--- src/rtl/cmp_reload_timer.sv ---
module cmp_reload_timer #(
  parameter int ADDR_W = 12,
  parameter logic [3:0] CFG_CODE = 4'd1
) (
  input  logic              clk,
  input  logic              rst_n,
  input  logic [63:0]       count_i,
  input  logic              bus_valid,
  input  logic              bus_write,
  input  logic [ADDR_W-1:0] bus_addr,
  input  logic [31:0]       bus_wdata,
  output logic [31:0]       bus_rdata,
  output logic              irq_o
);
  localparam logic [ADDR_W-1:0] A_CNT_LO = 'h000, A_CNT_HI = 'h004, A_FREQ = 'h010,
    A_CMP_LO = 'h020, A_CMP_HI = 'h024, A_DELTA = 'h028, A_CTL = 'h02C,
    A_TGT_LO = 'h040, A_TGT_HI = 'h044, A_RELOAD = 'h048, A_AICTL = 'h04C,
    A_CFG = 'h050, A_ID_BASE = 'hFD0;

  logic [31:0] freq_q, reload_q;
  logic [63:0] cmp_q, tgt_q;
  logic        ctl_en, ctl_mask, ai_en, ai_flag;

  wire wr = bus_valid & bus_write;
  wire cmp_hit = count_i >= cmp_q;
  wire status = ctl_en & (ai_en ? ai_flag : cmp_hit);
  wire fire = ctl_en & ai_en & (count_i >= tgt_q);
  wire [63:0] next_tgt = count_i + {32'd0, reload_q};
  wire [31:0] delta_rd = cmp_q[31:0] - count_i[31:0];

  assign irq_o = status & ~ctl_mask;

  function automatic logic [7:0] id_byte(input logic [3:0] idx);
    case (idx)
      4'd0: id_byte = 8'h04;
      4'd4: id_byte = 8'hB7;
      4'd5: id_byte = 8'hB0;
      4'd6: id_byte = 8'h0B;
      4'd8: id_byte = 8'h0D;
      4'd9: id_byte = 8'hF0;
      4'd10: id_byte = 8'h05;
      4'd11: id_byte = 8'hB1;
      default: id_byte = 8'h00;
    endcase
  endfunction

  wire [ADDR_W-1:0] id_off = bus_addr - A_ID_BASE;
  wire id_sel = (bus_addr >= A_ID_BASE) && (bus_addr[1:0] == 2'b00);

  always_comb begin
    bus_rdata = 32'd0;
    if (bus_valid && !bus_write) begin
      case (bus_addr)
        A_CNT_LO: bus_rdata = count_i[31:0];
        A_CNT_HI: bus_rdata = count_i[63:32];
        A_FREQ:   bus_rdata = freq_q;
        A_CMP_LO: bus_rdata = cmp_q[31:0];
        A_CMP_HI: bus_rdata = cmp_q[63:32];
        A_DELTA:  bus_rdata = delta_rd;
        A_CTL:    bus_rdata = {29'd0, status, ctl_mask, ctl_en};
        A_TGT_LO: bus_rdata = tgt_q[31:0];
        A_TGT_HI: bus_rdata = tgt_q[63:32];
        A_RELOAD: bus_rdata = reload_q;
        A_AICTL:  bus_rdata = {30'd0, ai_flag, ai_en};
        A_CFG:    bus_rdata = {28'd0, CFG_CODE};
        default:  if (id_sel) bus_rdata = {24'd0, id_byte(id_off[5:2])};
      endcase
    end
  end

  always_ff @(posedge clk) begin
    if (!rst_n) begin
      freq_q <= '0; reload_q <= '0; cmp_q <= '0; tgt_q <= '0;
      ctl_en <= 1'b0; ctl_mask <= 1'b0; ai_en <= 1'b0; ai_flag <= 1'b0;
    end else begin
      if (wr) begin
        case (bus_addr)
          A_FREQ:   freq_q <= bus_wdata;
          A_RELOAD: reload_q <= bus_wdata;
          A_CMP_LO: cmp_q[31:0] <= bus_wdata;
          A_CMP_HI: cmp_q[63:32] <= bus_wdata;
          A_DELTA:  cmp_q <= count_i + {{32{bus_wdata[31]}}, bus_wdata};
          A_CTL: begin
            ctl_en <= bus_wdata[0];
            ctl_mask <= bus_wdata[1];
            if (!ctl_en && bus_wdata[0] && ai_en) tgt_q <= next_tgt;
          end
          A_AICTL: begin
            ai_en <= bus_wdata[0];
            if (!bus_wdata[1]) ai_flag <= 1'b0;
            if (!ai_en && bus_wdata[0] && ctl_en) tgt_q <= next_tgt;
          end
          default: ;
        endcase
      end
      if (fire) begin
        ai_flag <= 1'b1;
        tgt_q <= next_tgt;
      end
    end
  end
endmodule

--- config.mk ---
export PLATFORM = sky130hd
export DESIGN_NAME = cmp_reload_timer
export DESIGN_NICKNAME = d
export VERILOG_FILES = /design/src/rtl/cmp_reload_timer.sv
export SDC_FILE = /design/constraint.sdc
export NUM_CORES = 1
export LEC_CHECK = 0
export BUFFER_PORTS_ARGS = -buffer_cell sky130_fd_sc_hd__buf_2
export CAP_MARGIN = 25
export CORE_UTILIZATION = 35
export DETAILED_ROUTE_END_ITERATION = 16
export SYNTH_ARGS = -nofsm -noshare
export SYNTH_HDL_FRONTEND = slang
export SYNTH_SLANG_ARGS = --single-unit
export TNS_END_PERCENT = 50
--- constraint.sdc ---
create_clock -name clk -period 9.7 [get_ports clk]
set_input_delay 1.94 -clock clk [delete_from_list [all_inputs] [get_ports clk]]
set_output_delay 1.94 -clock clk [all_outputs]
set_load 0.01 [all_outputs]
Word level (Yosys, flattened, before mapping):

Memory sizes are Yosys's and may differ from the RTL's.
Index checks and enable logic that the tools add are counted.

* bits in writable memories: 0
* ROM bits: 128
* memories: 1
* input port bits: 112
* bits in registers: 196
* latch bits: 0
* word-level logic and storage cells: 76
* output and inout port bits: 33

* order comparisons: 3
* multiplexer cells: 15
* shifts and indexed selects: 0
* eq/ne operators: 14
* bitwise gates (word level): 6
* multipliers: 0
* add/sub/neg operators: 4
* reductions and logical operators: 24
* divide/modulo/power cells: 0

Memory list
* (no name shown): depth 16, width 8, read ports 1, clocked after Yosys merged registers in 0, wr ports 0, RTL line 34 `case (idx)`

Operators with widths (number)
* 32-bit case mux with 12 select lines: 1
* 64-bit two-way mux: 4
* 64-bit >= comparator: 2
* 32-bit case mux with 2 select lines: 2
* 64-bit case mux with 2 select lines: 1
* 64-bit by 32-bit adder with 64-bit output: 1
* 64-bit adder: 1
* 12-bit by 7-bit == test with 1-bit output (second input constant): 5
* 12-bit by 6-bit == test with 1-bit output (second input constant): 4
* 32-bit two-way mux: 1
* 32-bit subtractor: 1
* 12-bit by 3-bit == test with 1-bit output (second input constant): 1
* 12-bit by 5-bit == test with 1-bit output (second input constant): 1
* 12-bit >= comparator (second input constant): 1
* 12-bit zero test: 1
* 2-bit AND reduction: 6
* 8-bit two-way mux: 1
* 2-bit nonzero test: 4
* 1-bit logical AND: 6
* 3-bit inequality test (second input constant): 2
* 6-bit by 5-bit subtractor with 6-bit output (second input constant): 1
* 1-bit bitwise AND: 5
* 1-bit two-way mux: 5
* 4-bit AND reduction: 1
* 6 further kinds: 8

Depth between registers and ports, before layout:

* word-level depth: 7
* gate-level depth with buffers: 14
* gate-level depth less buffers: 14

Worst setup path before layout:

No wires, ideal clock.

* kind: input -> output
* start: input count_i[1]
* end: output bus_rdata[29]
* data required time: 7760 ps
* stages: 12
* path buffers: 0
* slack: 3295 ps
* arrival time: 4465 ps
* cells stage by stage: inv_1 > ha_1 > nor2b_1 > o2111a_1 > o21a_1 > o31ai_1 > a21oi_1 > o41ai_2 > o311ai_0 > a21oi_1 > xor2_1 > o32ai_1

* word-level cells in the longest chain between the ends: 3

Ends and longest elaborated chain
* start: declaration: RTL line 7 `input logic [63:0] count_i,`
* 32-bit subtractor: RTL line 29 `wire [31:0] delta_rd = cmp_q[31:0] - count_i[31:0];`
* 32-bit case mux with 12 select lines: RTL line 53 `case (bus_addr)`
* 32-bit two-way mux: RTL line 52 `if (bus_valid && !bus_write) begin`
* end: declaration: RTL line 12 `output logic [31:0] bus_rdata,`

No other way between the ends.

Final worst setup path:

Ends and elaborated chain as after synthesis.

==> results.md <==
- Status: finished, final reports clean
- Worst Tran Pin Value: 1.213 ns
- Cell total after placement: approximately 3600
- Die height: 243.0 µm
- Slack of the critical path: 2.057 ns
- Worst Path Required: 7.76 ns
- Post-CTS Setup Bufs: 0
- Worst skew pair latency: between 0.5 and 0.6 ns
- Setup TNS: 0 ns
- Leak: just over 9 nW
- CTS sink count: 196
- Ys async rst share: 0%
- Die area: 59060 µm²
- Site Rows: between 80 and 90
- Global-route wire length before repair: 125900 µm
- Post-synth top area share: 19.30%
- TritonRoute pass-1 iters: 6
- Post-layout util: around 39%
- Fin Clk Skew: 0.01581 ns
- Net Sw Power: 757.0 µW
- H-tree Lvls: 4
- Seq cells post-synth: 196
- Via Count: about 22000
- Yosys cell types: ~80
- Ys Warns: 0
- Buffers added on ports: 144
- Num CTS Buffers: 17
- Layout cells sized above 1: 8.816%
- Pre-CTS setup slack: 2.119 ns
- Unrepaired setup endpoints after global routing: no
- # hold bufs at CTS: 0
- Finished Layout Cells: 3603
- Fill count: around 6000
- 1st-iter DRT viols: 2559
- Drt via density: 6.009
- Final Cycle Share: 78.80%
- Sequential area share after synthesis: 19.30%
- Diodes inserted: 0
- IO Pins: 145
- EDFF count, synth: 0
- Sequential Power Share: 37.6%
- Final setup viols: 0
- Vias in the first global route: a little under 20000
- Largest net degree at the start of global routing: 79
- CTS Buffer Depth: 2
- P&R area growth vs syn: 9.502%
- Crit path DAT: 5.70 ns
- Slew Limit Fails: 0
- Initial antenna violation count: 0
- Syn_area_per_cell: 7.272 µm²
- Post-layout minimum cycle time: 7.643 ns
- Post-route DRC: 0
- Routed WL per cell: about 23 µm
- Setup crit end kind: output port
- Root Buffer: clkbuf_16
- Synthesized instance count: 2796
- Hold Vio Cnt, Final: 0
- PwrDens: 96.14 nW/µm²
- Clk slew on worst S/H paths: 0.08 ns
- TritonCTS clock tree: yes
- Switching Share: between 30% and 40%
- Critical path launch point type: input port
- Detail Route Antenna Nets: 0
- Synth Flop Type: dfxtp_1
- Largest area contributor in the netlist: dfxtp_1
- Half-perimeter wire length after placement: 64210 µm
- Max frequency: 130.8 MHz
- Kind of critical path: in2out
- Cts repair resizes: 0
- Tot GR Track Use: 27.99%
- Grt ovf: 0
- NumNets Final: around 3200
- Syn Std Cell Area: a little over 20000 µm²
- Total of max-cap violations: 0
- Routability cong.: 1.014
- Peak fanout along the critical path: 6
- Final WL: 84060 µm
- Slew headroom: a little under a fifth
- Starting Density: 35.71%
- Worst Hold Class: reg2reg
- Combinational share of power: 25.2%
- Core area: 56930 µm²
- Syn nets: 3169
- Internal power: 1.383 mW
- Clock share of power: 37.2%
- Die Width: 243.0 µm
- Max VDD drop: 0.1460 mV
- Dominant cells by area after synthesis: dfxtp_1 19%, ha_1 16%, a21oi_1 7.6%
-- registers in the layout, summed over array words and instances, names as in the netlist --
name,flops
ctl_mask,1
ctl_en,1
tgt_q,64
reload_q,32
freq_q,32
ai_en,1
ai_flag,1
cmp_q,64
-- cells in the mapped netlist, types with 6 or more instances --
library cell    n
a21oi_1       308
a21boi_0        7
a311oi_1        9
and2_1         17
and4_1         10
nand4_1        38
a211o_1         8
o311ai_0        7
mux2i_1        35
a22oi_1        58
nand3_1        68
o21bai_1       32
nand2_1       350
nor3b_1        15
a21o_1        109
nor2_1        181
o211ai_1       10
xor2_1         38
nor4_1          9
a222oi_1       27
o221ai_1        6
xnor2_1        87
o22ai_1        11
and3_1         26
nand3b_1        9
a31oi_1        57
a211oi_1       27
nand2b_1       26
o21a_1         18
inv_1         213
clkbuf_1      130
o21ai_0       169
a221oi_1       39
or2_2           9
ha_1          258
or3_1           7
dfxtp_1       196
nor3_1         41
nor2b_1        17
buf_1           8
-- worst paths after layout --
path,start,end,slack [ns],cells past startpoint
max reg2reg,tgt_q[31],tgt_q[12],4.47,13
min,freq_q[31],freq_q[31],0.45,2
min reg2reg,freq_q[31],freq_q[31],0.45,2
max,count_i[1],bus_rdata[29],2.06,14
-- cell type report --
| type | instances | area (µm²) | area share (%) |
|---|---|---|---|
| Clock inverter | 15 | 185.2 | 0.8317 |
| Clock buffer | 17 | 425.4 | 1.911 |
| Multi-Input combinational cell | 2234 | 15050 | 67.58 |
| Timing Repair Buffer | 171 | 930.9 | 4.181 |
| Inverter | 214 | 805.8 | 3.619 |
| Sequential cell | 196 | 3924 | 17.62 |
| Tap cell | 756 | 945.9 | 4.249 |
-- stage by stage --
step                hold slack (ns)  area [µm²]  power (mW)
CTS                          0.4573       22250       2.139
global placement             0.4425       21640       1.350
floorplan                    0.4312       20330       1.162
finish                       0.4536       22260       2.140
global route                 0.4665       22260       2.229
detailed placement           0.4455       21640       1.348
-- worst max-delay path: stages --
cell      delay, ns
buf_2          0.17
inv_1          0.15
ha_1           0.33
nor2b_1        0.15
o2111a_1       0.29
o21a_1         0.24
o31ai_1        0.59
a21oi_1        0.32
o41ai_2        0.60
o311ai_0       0.24
a21oi_1        0.21
xor2_1         0.09
o32ai_1        0.21
buf_2          0.18
-- layer usage --
layer | part of all wire, % | GRT usage [%] | vias up
li1 | - | - | 10240
met1 | 45 | 39.74 | 10290
met2 | 42 | 42.04 | 1031
met3 | 9.6 | 5.341 | 96
met4 | 3.0 | 9.101 | 0
met5 | 0 | 0 | -
-- power groups by stage --
stage,Sequential (mW),Combinational [mW],Clock (mW)
detailed placement,0.823,0.525,0
finish,0.804,0.540,0.797
global placement,0.823,0.527,0
global route,0.804,0.588,0.837
floorplan,0.823,0.339,0
CTS,0.804,0.528,0.807
-- cells by family after synthesis --
group | share of synthesized area, %
xor gates and xnor gates | 5.385
DFF | 19.30
muxes | 1.889
buffers and inverters | 7.114
AOI/OAI and AO/OA | 31.33
adders and majority gates | 16.17
and+or+nand+nor | 18.81
-- cell usage in the layout (no fill, tap or decap), types with 18 or more instances in the layout --
cell type / instances
nand2b_1: 26
nand3_1: 68
and3_1: 26
nor3_1: 40
nand2_1: 350
ha_1: 258
a211oi_1: 27
o21bai_1: 32
nor2_1: 172
o21ai_0: 168
o21a_1: 18
a22oi_1: 58
xor2_1: 38
dfxtp_1: 196
a31oi_1: 57
xnor2_1: 87
inv_1: 213
a222oi_1: 27
buf_2: 144
buf_4: 26
mux2i_1: 35
nand4_1: 38
a21oi_1: 308
a221oi_1: 39
a21o_1: 109
No activity file was read; power rests on OpenSTA's default activity.
